<file path="config.mk">
export PLATFORM = sky130hd
export DESIGN_NAME = fuzzy_rule_eval
export DESIGN_NICKNAME = d
export VERILOG_FILES = /design/src/rtl/fuzzy_rule_eval.sv
export SDC_FILE = /design/constraint.sdc
export NUM_CORES = 1
export LEC_CHECK = 0
export BUFFER_PORTS_ARGS = -buffer_cell sky130_fd_sc_hd__buf_2
export CAP_MARGIN = 30
export CORE_MARGIN = 2
export CORE_UTILIZATION = 50
export CTS_CLUSTER_DIAMETER = 40
export DETAILED_ROUTE_END_ITERATION = 6
export HOLD_SLACK_MARGIN = 0.03
export PLACE_DENSITY = 0.8
export SLEW_MARGIN = 20
export SYNTH_ARGS = -nofsm -noshare
export SYNTH_HDL_FRONTEND = slang
export SYNTH_SLANG_ARGS = --single-unit
</file>
<file path="constraint.sdc">
create_clock -name clk -period 4 [get_ports clk]
set_input_delay 0.8 -clock clk [delete_from_list [all_inputs] [get_ports clk]]
set_output_delay 0.8 -clock clk [all_outputs]
set_load 0.01 [all_outputs]
</file>
<file path="src/rtl/fuzzy_rule_eval.sv">
module fuzzy_rule_eval #(
  parameter int AW = 16,
  parameter int DW = 16,
  parameter int VW = 8
) (
  input  logic          clk,
  input  logic          rst_n,
  input  logic          start,
  input  logic          irq,
  input  logic [VW-1:0] ld_acc,
  input  logic [AW-1:0] ld_ptr,
  input  logic [AW-1:0] ld_wptr,
  input  logic          ld_c,
  input  logic          ld_v,
  output logic [AW-1:0] mem_addr,
  output logic          mem_rd,
  output logic          mem_we,
  output logic [DW-1:0] mem_wdata,
  input  logic [DW-1:0] mem_rdata,
  output logic          busy,
  output logic          done,
  output logic          paused,
  output logic [VW-1:0] acc,
  output logic [AW-1:0] ptr,
  output logic [AW-1:0] wptr,
  output logic          flag_c,
  output logic          flag_v
);
  localparam logic [DW-1:0] END_W = '1;
  localparam logic [DW-1:0] SEP_W = END_W - 1'b1;
  localparam logic [VW-1:0] TOP_V = '1;

  typedef enum logic [3:0] {
    S_IDLE, S_SETUP, S_FETCH, S_DEC, S_OPER, S_SKIP, S_WT1, S_WT2, S_WT3, S_FIN
  } st_t;

  st_t           st;
  logic [AW-1:0] opaddr;
  logic [VW-1:0] wgt;

  wire            is_end = (mem_rdata == END_W);
  wire            is_sep = (mem_rdata == SEP_W);
  wire            do_wt  = is_sep && !flag_v && flag_c;
  wire [VW-1:0]   op     = mem_rdata[VW-1:0];
  wire [VW-1:0]   mx     = (op > acc) ? op : acc;
  wire [2*VW-1:0] prod   = acc * wgt;

  assign busy      = (st != S_IDLE);
  assign mem_rd    = (st == S_FETCH && !irq) ||
                     (st == S_DEC && !is_end && (!is_sep || do_wt));
  assign mem_addr  = (st == S_FETCH) ? ptr :
                     (st == S_DEC)   ? (is_sep ? wptr : AW'(mem_rdata)) : opaddr;
  assign mem_we    = (st == S_OPER) && flag_v;
  assign mem_wdata = DW'(mx);

  always_ff @(posedge clk) begin
    if (!rst_n) begin
      st     <= S_IDLE;
      acc    <= '0;
      ptr    <= '0;
      wptr   <= '0;
      flag_c <= 1'b0;
      flag_v <= 1'b0;
      opaddr <= '0;
      wgt    <= '0;
      done   <= 1'b0;
      paused <= 1'b0;
    end else begin
      done   <= 1'b0;
      paused <= 1'b0;
      case (st)
        S_IDLE: if (start) begin
          acc    <= ld_acc;
          ptr    <= ld_ptr;
          wptr   <= ld_wptr;
          flag_c <= ld_c;
          flag_v <= ld_v;
          st     <= S_SETUP;
        end
        S_SETUP: st <= S_FETCH;
        S_FETCH: if (irq) begin
          paused <= 1'b1;
          st     <= S_IDLE;
        end else begin
          st <= S_DEC;
        end
        S_DEC: begin
          ptr <= ptr + 1'b1;
          if (is_end) begin
            st <= S_FIN;
          end else if (is_sep) begin
            flag_v <= !flag_v;
            if (flag_v) acc <= TOP_V;
            st <= do_wt ? S_WT1 : S_SKIP;
          end else begin
            opaddr <= AW'(mem_rdata);
            st     <= S_OPER;
          end
        end
        S_OPER: begin
          if (!flag_v && op < acc) acc <= op;
          st <= S_FETCH;
        end
        S_SKIP: st <= S_FETCH;
        S_WT1: begin
          wgt <= op;
          st  <= S_WT2;
        end
        S_WT2: begin
          acc  <= prod[2*VW-1:VW];
          wptr <= wptr + 1'b1;
          st   <= S_WT3;
        end
        S_WT3: st <= S_FETCH;
        S_FIN: begin
          done <= 1'b1;
          st   <= S_IDLE;
        end
        default: st <= S_IDLE;
      endcase
    end
  end
endmodule

</file>
Word level (Yosys, flattened, before mapping):

Cells that the tools add are included.

* register bits: 72
* input port bits: 62
* output and inout port bits: 79
* word-level logic and storage cells: 85

* add/subtract/negate cells: 2
* multipliers: 1
* order comparisons: 2
* eq/ne operators: 16
* multiplexer cells: 26
* bitwise operators: 2
* reductions and logical operators: 26

Operator list (number)
* $mux 16: 5
* $pmux 16 s2: 2
* $mux 8: 6
* $add 16x1->16 const B: 2
* $eq 16x16->1 const B: 2
* $pmux 8 s4: 1
* $pmux 4 s6: 1
* $eq 4x3->1 const B: 4
* $mul 8x8->16: 1
* $eq 4x2->1 const B: 2
* $eq 4x4->1 const B: 2
* $gt 8x8->1: 1
* $lt 8x8->1: 1
* $mux 4: 2
* $ne 2x2->1 const B: 4
* $reduce_and 2->1: 4
* $reduce_bool 4->1: 2
* $logic_and 1x1->1: 7
* $mux 2: 3
* $reduce_and 6->1: 1
* $mux 1: 5
* $eq 4x1->1 const B: 1
* $logic_not 1->1: 4
* $logic_not 4->1: 1
* 8 further kinds: 11

Depth between registers and ports, before layout:

Gate-level depths: netlist of the first run.

* depth in word-level cells: 7
* depth in mapped cells: 17

Worst setup path after synthesis of the first run:

Ideal clock, no wire load.

* path type: register to register
* start point: reg wgt[7]
* end point: reg acc[4]
* library setup time: 92 ps
* data arrival time: 4345 ps
* required time: 3908 ps
* slack: -437 ps
* cell stages (with the launch flop): 16
* path buffers: 1
* period minus slack after synthesis: 4437 ps
* cells stage by stage: dfxtp_1 -> clkbuf_1 -> and2_1 -> fa_1 -> fa_1 -> fa_1 -> inv_1 -> fa_1 -> inv_1 -> ha_1 -> and3_1 -> and3_1 -> a221oi_2 -> or4b_1 -> and3_1 -> o32ai_1

* word-level cells in the longest chain between the ends: 2

Ends and longest elaborated chain
* start, declared: line 39 `logic [VW-1:0] wgt;`
* start signal, assigned: line 106 `wgt <= op;`
* $mul 8x8->16: line 46 `wire [2*VW-1:0] prod = acc * wgt;`
* $pmux 8 s4: line 71 `case (st)`
* end signal, assigned: line 73 `acc <= ld_acc;`
* end signal, assigned: line 101 `if (!flag_v && op < acc) acc <= op;`
* end signal, assigned: line 110 `acc <= prod[2*VW-1:VW];`
* end, declared: line 23 `output logic [VW-1:0] acc,`

No other way between the ends.
A chain may end at the register's enable or synchronous reset.

Worst setup path after layout of the first run:

* start point: reg acc[6]
* end point: reg acc[4]

* word-level cells in the longest chain between the ends: 4
* elaborated cells between the ends (all ways): 6

Ends and longest elaborated chain
* parallel branches: the longest is 4 deep, another holds $mul 8x8->16

Parallel ways; which one is timed is not known.

==> results of run 1 <==
==> where the power goes <==
| group | leakage, nW | switching (mW) | internal, mW | total [mW] |
|---|---|---|---|---|
| Sequential | 0.596 | 0.0800 | 0.761 | 0.841 |
| Clock | 0.150 | 0.327 | 0.547 | 0.874 |
| Combinational | 2.86 | 0.286 | 0.190 | 0.475 |
==> tightest hold or removal path, delay by kind of cell (launching register included) <==
| kind | cells | cell delay [ns] |
|---|---|---|
| and+or+nand+nor | 1 | 0.05 |
| AOI/OAI and AO/OA | 1 | 0.05 |
| DFF | 1 | 0.31 |
==> worst max path at each step <==
stage | from | endpoint | depth (start not counted)
floorplan | wgt[7] | acc[4] | 15
global placement | wgt[4] | acc[4] | 14
detailed placement | acc[3] | acc[2] | 13
CTS | wgt[7] | acc[4] | 14
global route | wgt[4] | acc[5] | 14
finish | acc[6] | acc[4] | 14
==> final cells by class <==
type | instances | area (um^2)
Timing Repair Buffer | 192 | 1130
Tap cell | 172 | 215
Fill cell | 1073 | 4440
Sequential cell | 72 | 1480
Clock buffer | 11 | 233
Clock inverter | 5 | 81.3
Multi-Input combinational cell | 683 | 4900
Inverter | 52 | 195
==> placed cells by master, fill, tap and decap left out, drive strengths merged, types with 4 or more instances in the layout <==
| cell | count |
|---|---|
| buf | 192 |
| nand2 | 130 |
| a21oi | 89 |
| dfxtp | 72 |
| o21ai | 62 |
| nor2 | 55 |
| inv | 51 |
| and2 | 51 |
| ha | 43 |
| fa | 35 |
| mux2i | 19 |
| nand3 | 19 |
| nand4 | 17 |
| and3 | 16 |
| nor3 | 13 |
| clkbuf | 11 |
| o211ai | 8 |
| conb | 8 |
| a221oi | 8 |
| nor2b | 7 |
| a211oi | 7 |
| nand2b | 6 |
| a311oi | 6 |
| a31oi | 6 |
| nor4 | 6 |
| o2111ai | 5 |
| o221ai | 5 |
| o22ai | 4 |
| or3 | 4 |
| o21a | 4 |
==> timing repair <==
item | in CTS | in global routing
endpoints found under the hold margin | 0 | 0
setup endpoints to repair | 8 | 8
resized for setup | 28 | 17
pin swaps | 23 | 19
hold buffers | 0 | 0
buffers inserted | 5 | 1
==> metal layers <==
metal / routed length, um / global-route usage [%] / vias to the layer above
met2: 10100 / 48.7 / 436
met1: 8850 / 41.5 / 3436
li1: - / - / 3324
met4: 896 / 13.1 / 0
met3: 2090 / 5.26 / 86
met5: 0 / 0 / -
==> cells by family (layout without fill, tap and decap cells) <==
| group | count (synthesis) | after routing | synth area share [%] |
|---|---|---|---|
| adders and majority gates | 78 | 78 | 19.0 |
| buffers and inverters | 103 | 260 | 6.96 |
| muxes | 22 | 22 | 3.43 |
| xor gates and xnor gates | 4 | 4 | 0.537 |
| and+or+nand+nor | 339 | 339 | 25.6 |
| DFF | 72 | 72 | 22.1 |
| AOI/OAI and AO/OA | 232 | 232 | 22.4 |
| other | 1 | 8 | 0.0575 |
==> metrics by stage <==
stage,cells,hold slack [ns]
finish,1187,0.458
global route,1187,0.475
CTS,1186,0.457
detailed placement,1165,0.448
global placement,1165,0.441
floorplan,858,0.437
==> flip-flops by register name, summed over array words and instances (netlist names) <==
signal	count
opaddr	16
ptr	16
wptr	16
acc	8
wgt	8
st	4
done	1
flag_c	1
flag_v	1
paused	1
==> impl_metrics.tcl, run 1 <==
set metrics [dict create \
    die-area_um2 14000 \
    path_common_cell "fa_1" \
    first_iter_violations 801 \
    clkTransAtPathRegs_ns 0.06 \
    wl_um 21900 \
    end_kind "register" \
    dp_hpwl_um 16000 \
    vdd_ir_drop_max_mv 0.200 \
    rsz0062_at_grt "yes" \
    grt_overflow_total 0 \
    synth-edff-count 0 \
    crit_path_start_kind "register" \
    crit_path_max_incr_delay_ns 0.50 \
    max_freq_mhz 237 \
    slowest_stage "fa_1" \
    dpl_cell_area_um2 7690 \
    clockBufferDepth 2 \
    async_reset_ff_share_pct 0 \
    drt-pass1-iter-count 5 \
    coreArea_um2 12700 \
    pre_cts_ws_ns -0.245 \
    timing.setup.tns_ns -1.39 \
    grt_pass1_wl_um 34800 \
    nets 1150 \
    fin_worst_skew_ns 0.00961 \
    regToRegSetupSlack_ns -0.21 \
    port_buffers 132 \
    synthCells 851 \
    cts-root-buf "clkbuf_16" \
    die_x_um 118 \
    setup_viol 8 \
    row_count 41 \
    r2r_cells 14 \
    path_max_fanout 5 \
    netlist_top_cells_count "nand2_1, a21oi_1, dfxtp_1, o21ai_0, nor2_1" \
    min_path_type "reg -> reg" \
    ys_ff_latch 72 \
    crit_arrival_ns 4.44 \
    num_io_pins 141 \
    total_power_mw 2.19 \
    slew_headroom_pct 43.4 \
    fin_ws_ns -0.211 \
    crit_buf_inv 2 \
    cp_cell_sequence "and2_4 > fa_1 > fa_1 > fa_1 > inv_1 > fa_1 > inv_2 > ha_4 > and3_4 > and3_4 > a221oi_4 > or4b_1 > and3_1 > o32ai_2" \
    cts.sinks 72 \
    remaining_drc_errors 0 \
    fp.dieH_um 118 \
    hold_depth 2 \
    synth.largest_area_cell "dfxtp_1" \
    hold_viol_final 0 \
    p_leak_nw 3.61 \
    worstHoldEndpoint "opaddr[7]" \
    worst_slew_pin_slew_ns 0.844 \
    antenna_cells 0 \
    cts_tree "done" \
    fin_crit_sh_pct 105 \
    avgViaCountPerCell 6.13 \
    antenna_found_initial 0 \
    cts_inserted_buffers 9 \
    violations "setup timing" \
    synth_top_area_share_pct 22.1 \
    area_growth_pct 26.1 \
    final_cell_area_um2 8230 \
    synth.most_common_cell "nand2_1" \
    avgRoutedWirePerCell_um 18.5 \
    worstHoldStart "opaddr[7]" \
    power_density_nw_per_um2 266 \
    synthesis.area_um2 6530 \
    vias 7282 \
    cp_top_family "adder cells" \
    maxCapViolCount 0 \
    worstPathRequired_ns 4.23 \
    start_util_pct 51.5 \
    slew_violations 0 \
    grt_max_degree 53 \
    worstReg2RegEnd "acc[4]" \
    synth.area.top_cells "dfxtp_1, fa_1, ha_1" \
    grt_pass1_vias 6764 \
    grt_use_total_pct 30.8 \
    ys_types 78 \
    insertion_delay_ns 0.34 \
    avgSynthCellArea_um2 7.67 \
    routabilityCongestion 1.02 \
    post-route-util_pct 64.9 \
    drive_above_1_share_pct 27.6 \
    critPathKind "reg -> reg" \
    antenna_left 0 \
    ys_seq_area_share_pct 22.1 \
    htree_levels 3 \
    status "finished, violations left" \
    finalCriticalPeriod_ns 4.21 \
    timing.rr.start "acc[6]" \
    ys.flop_type "dfxtp_1" \
    yosys_warnings 0 \
]
Note: power is estimated with default switching activity, not from simulation.
==> inputs of run 2 (changes only) <==
--- a/config.mk
+++ b/config.mk
@@ -5,8 +5,10 @@
 export SDC_FILE = /design/constraint.sdc
 export NUM_CORES = 1
 export LEC_CHECK = 0
+export ABC_CLOCK_PERIOD_IN_PS = 4000
 export BUFFER_PORTS_ARGS = -buffer_cell sky130_fd_sc_hd__buf_2
 export CAP_MARGIN = 30
+export CORE_ASPECT_RATIO = 0.9
 export CORE_MARGIN = 2
 export CORE_UTILIZATION = 50
 export CTS_CLUSTER_DIAMETER = 40
==> impl_metrics.tcl, run 2 (same netlist as run 1, synthesis figures left out) <==
set metrics [dict create \
    power_density_nw_per_um2 261 \
    fin_ws_ns -0.203 \
    min_path_type "reg -> reg" \
    final_cell_area_um2 8140 \
    hold_viol_final 0 \
    cts.sinks 72 \
    end_kind "register" \
    first_iter_violations 963 \
    routabilityCongestion 0.963 \
    slew_headroom_pct 47.3 \
    antenna_left 0 \
    vias 7049 \
    avgViaCountPerCell 5.97 \
    fp.dieH_um 112 \
    die_x_um 124 \
    crit_path_max_incr_delay_ns 0.57 \
    cts-root-buf "clkbuf_16" \
    grt_max_degree 35 \
    area_growth_pct 24.7 \
    start_util_pct 51.2 \
    port_buffers 132 \
    grt_pass1_wl_um 34100 \
    layout_commonest_cell "buf_2" \
    crit_path_start_kind "register" \
    clkTransAtPathRegs_ns 0.06 \
    cts_tree "done" \
    grt_overflow_total 0 \
    violations "setup timing" \
    crit_arrival_ns 4.44 \
    setup_viol 8 \
    remaining_drc_errors 0 \
    switching_power_mw 0.710 \
    p_leak_nw 3.60 \
    crit_cells 14 \
    worstPathRequired_ns 4.24 \
    grt_use_total_pct 30.1 \
    path_max_fanout 7 \
    combPwrFrac_pct 22.7 \
    insertion_delay_ns 0.34 \
    vdd_ir_drop_max_mv 0.207 \
    dpl_cell_area_um2 7680 \
    fin_worst_skew_ns 0.00933 \
    coreArea_um2 12700 \
    intPower_mw 1.41 \
    slowest_stage "fa_1" \
    avgRoutedWirePerCell_um 18.0 \
    final_cell_mix "buf_2, nand2_1, a21oi_1" \
    htree_levels 3 \
    maxCapViolCount 0 \
    drive_above_1_share_pct 26.4 \
    crit_buf_inv 2 \
    critPathKind "reg -> reg" \
    cp_top_family "adder cells" \
    slew_violations 0 \
    clkPwrFrac_pct 37.8 \
    antenna_cells 0 \
    wl_um 21200 \
    pre_cts_ws_ns -0.260 \
    pwr-share-seq_pct 39.5 \
    worst_slew_pin_slew_ns 0.789 \
    row_count 39 \
    status "finished, violations left" \
    dp_hpwl_um 16000 \
    biggestRegsByFlops "opaddr x16, ptr x16, wptr x16" \
    nets 1151 \
    cts_inserted_buffers 9 \
    max_freq_mhz 238 \
    cp_cell_sequence "nand2_1 > fa_1 > fa_1 > inv_1 > fa_1 > fa_1 > ha_4 > and3_4 > and3_4 > a221oi_4 > buf_4 > nand3_1 > and3_1 > o32ai_1" \
    drt-pass1-iter-count 6 \
    antenna_found_initial 0 \
    grt_pass1_vias 6547 \
    post-route-util_pct 63.9 \
    num_io_pins 141 \
    clockBufferDepth 2 \
    r2r_cells 14 \
    hold_depth 2 \
    die-area_um2 14000 \
    finalCriticalPeriod_ns 4.20 \
    path_common_cell "fa_1" \
    p_sw_share_pct 33.4 \
    fin_crit_sh_pct 105 \
    rsz0062_at_grt "yes" \
]
==> run 2: power by group through the flow <==
| stage | registers (mW) | clock network (mW) | logic [mW] |
|---|---|---|---|
| floorplan | 0.847 | 0 | 0.252 |
| global placement | 0.849 | 0 | 0.455 |
| detailed placement | 0.852 | 0 | 0.462 |
| CTS | 0.835 | 0.800 | 0.469 |
| global route | 0.845 | 0.835 | 0.519 |
| finish | 0.837 | 0.803 | 0.482 |
==> run 2: layout make-up <==
class,count,area [um^2]
multi-input combinational,683,4830
fill,1083,4600
sequential,72,1470
timing repair buffer,193,1140
clock buffer,11,253
tap,164,205
inverter,52,195
clock inverter,5,37.5
==> run 2: metrics by stage <==
step	power, mW	TNS [ns]	hold slack [ns]	cells
2_1_floorplan	1.10	-0.101	0.437	858
3_3_place_gp	1.30	-0.968	0.443	1159
3_5_place_dp	1.31	-1.35	0.447	1159
4_1_cts	2.10	-0.714	0.455	1179
5_1_grt	2.20	-2.12	0.475	1180
6_report	2.12	-0.973	0.455	1180
==> run 2: what timing repair did <==
item | 4_1_cts | 5_1_grt
gates resized for setup | 27 | 8
hold buffers | 0 | 0
endpoints found under the setup margin | 8 | 8
buffers inserted | 4 | 0
pin swaps | 21 | 1
endpoints found under the hold margin | 0 | 0
==> run 2: final timing paths <==
path,startpoint,to,slack (ns)
max,acc[3],acc[4],-0.20
min,opaddr[6],opaddr[6],0.45
max reg2reg,acc[3],acc[4],-0.20
min reg2reg,opaddr[6],opaddr[6],0.45
==> run 2: tightest hold or removal path: stages (launching register included) <==
cell and delay, ns:
dfxtp_1 0.31, nand2_1 0.05, a21oi_1 0.05
==> run 2: routing by layer <==
metal / GRT usage [%] / vias up / wire (um)
li1: - / 3330 / -
met1: 42.9 / 3276 / 9210
met2: 45.8 / 388 / 9420
met3: 5.67 / 55 / 2010
met4: 10.9 / 0 / 611
met5: 0 / - / 0
==> inputs of run 3 (changes only) <==
--- a/config.mk
+++ b/config.mk
@@ -5,7 +5,7 @@
 export SDC_FILE = /design/constraint.sdc
 export NUM_CORES = 1
 export LEC_CHECK = 0
-export ABC_CLOCK_PERIOD_IN_PS = 4000
+export ABC_CLOCK_PERIOD_IN_PS = 4600
 export BUFFER_PORTS_ARGS = -buffer_cell sky130_fd_sc_hd__buf_2
 export CAP_MARGIN = 30
 export CORE_ASPECT_RATIO = 0.9
@@ -14,8 +14,8 @@
 export CTS_CLUSTER_DIAMETER = 40
 export DETAILED_ROUTE_END_ITERATION = 6
 export HOLD_SLACK_MARGIN = 0.03
-export PLACE_DENSITY = 0.8
-export SLEW_MARGIN = 20
+export PLACE_DENSITY = 0.77
+export SLEW_MARGIN = 15
 export SYNTH_ARGS = -nofsm -noshare
 export SYNTH_HDL_FRONTEND = slang
 export SYNTH_SLANG_ARGS = --single-unit
==> constraint.sdc (replaced) <==
create_clock -name clk -period 4.6 [get_ports clk]
set_input_delay 0.92 -clock clk [delete_from_list [all_inputs] [get_ports clk]]
set_output_delay 0.92 -clock clk [all_outputs]
set_load 0.01 [all_outputs]
==> impl_metrics.tcl, run 3 (same netlist as run 1, synthesis figures left out) <==
set metrics [dict create \
    slew_headroom_pct 48.0 \
    final_cell_mix "buf_2, nand2_1, a21oi_1" \
    grt_overflow_total 0 \
    vdd_ir_drop_max_mv 0.195 \
    cts-root-buf "clkbuf_16" \
    post-route-util_pct 60.4 \
    hold_viol_final 0 \
    vias 6860 \
    avgViaCountPerCell 6.02 \
    cts_inserted_buffers 9 \
    avgRoutedWirePerCell_um 18.0 \
    clkTransAtPathRegs_ns 0.06 \
    cp_cell_sequence "and2_1 > fa_1 > fa_1 > fa_1 > inv_1 > fa_1 > inv_1 > ha_4 > and3_4 > and3_2 > a221oi_4 > or4b_1 > and3_1 > o32ai_1" \
    nets 1110 \
    layout_commonest_cell "buf_2" \
    dr.max_layer_used "met4" \
    r2r_cells 14 \
    grt_max_degree 53 \
    fin_worst_skew_ns 0.00670 \
    path_common_cell "fa_1" \
    wl_met1_um 9300 \
    finalCriticalPeriod_ns 4.43 \
    maxCapViolCount 0 \
    fin_crit_sh_pct 96.3 \
    worstHoldStart "opaddr[5]" \
    worstPathRequired_ns 4.85 \
    hold_buffers 0 \
    biggestRegsByFlops "opaddr x16, ptr x16, wptr x16" \
    total_power_mw 1.87 \
    worstHoldEndpoint "opaddr[5]" \
    rsz0062_at_grt "no" \
    worst_slew_pin_slew_ns 0.780 \
    htree_levels 3 \
    antenna_cells 0 \
    port_buffers 132 \
    area_growth_pct 17.9 \
    grt_pass1_wl_um 33400 \
    path_max_fanout 10 \
    row_count 39 \
    wl_um 20500 \
    drt-pass1-iter-count 6 \
    power_density_nw_per_um2 243 \
    status "completed" \
    crit_path_max_incr_delay_ns 0.54 \
    crit_path_start_kind "register" \
    antenna_found_initial 0 \
    insertion_delay_ns 0.35 \
    critPathKind "reg -> reg" \
    coreArea_um2 12700 \
    antenna_left 0 \
    regToRegSetupSlack_ns 0.17 \
    met3_length_um 1770 \
    slew_violations 0 \
    end_kind "register" \
    die_x_um 124 \
    worstReg2RegEnd "acc[4]" \
    fp.dieH_um 112 \
    remaining_drc_errors 0 \
    grt_use_total_pct 29.5 \
    setup_viol 0 \
    max_freq_mhz 226 \
    dr_wl_met2_um 8760 \
    dp_hpwl_um 15300 \
    routabilityCongestion 0.967 \
    timing.rr.start "acc[4]" \
    timing.setup.tns_ns 0 \
    first_iter_violations 740 \
    cts_tree "done" \
    p_leak_nw 3.39 \
    clockBufferDepth 2 \
    grt_pass1_vias 6353 \
    drive_above_1_share_pct 21.3 \
    die-area_um2 14000 \
    start_util_pct 51.2 \
    crit_arrival_ns 4.68 \
    hold_depth 2 \
    min_path_type "reg -> reg" \
    num_io_pins 141 \
    cts.sinks 72 \
    slowest_stage "fa_1" \
]
[run 3: layout make-up]
class                      count  area, um^2
sequential                    72        1460
clock inverter                 6        67.6
inverter                      52         195
timing repair buffer         152         811
tap                          164         205
multi-input combinational    683        4710
fill                        1164        5040
clock buffer                  10         239
[run 3: per-stage QoR]
stage	cell area [um^2]	worst slack, ns	std cells	hold slack [ns]
after floorplan	6550	0.163	858	0.437
after global placement	7320	0.0882	1122	0.443
after detailed placement	7320	0.0222	1123	0.448
after CTS	7630	0.0193	1139	0.456
after global routing	7690	0.0147	1139	0.483
final	7690	0.170	1139	0.458
[run 3: timing repair]
item	CTS	global route
buffers inserted	0	0
pin swaps	0	1
endpoints found under the setup margin	2	8
resized for setup	1	21
[run 3: report_power, final]
| group | internal, mW | switching [mW] |
|---|---|---|
| combinational | 0.151 | 0.242 |
| clock | 0.437 | 0.305 |
| sequential | 0.663 | 0.0678 |
| total | 1.25 | 0.615 |
[run 3: critical path, delay by kind of cell, from the launching register on]
family	cells	cell delay, ns
fa+ha+maj	5	2.37
simple gates	5	1.26
flops	1	0.38
compound gates	2	0.20
buf+inv	2	0.11
[run 3: how the worst max path moves through the flow]
stage                       from  endpoint  depth (start not counted)
after floorplan           wgt[7]    acc[4]                         15
after global placement    acc[2]    acc[4]                         14
after detailed placement  acc[2]    acc[2]                         14
after CTS                 acc[3]    acc[2]                         14
after global routing      wgt[7]    acc[4]                         13
final                     acc[4]    acc[4]                         14
[run 3: layer usage]
layer / vias to the layer above / global-route usage (%)
met3: 39 / 5.96
met5: - / 0
li1: 3246 / -
met1: 3214 / 43.1
met4: 0 / 10.5
met2: 361 / 43.2
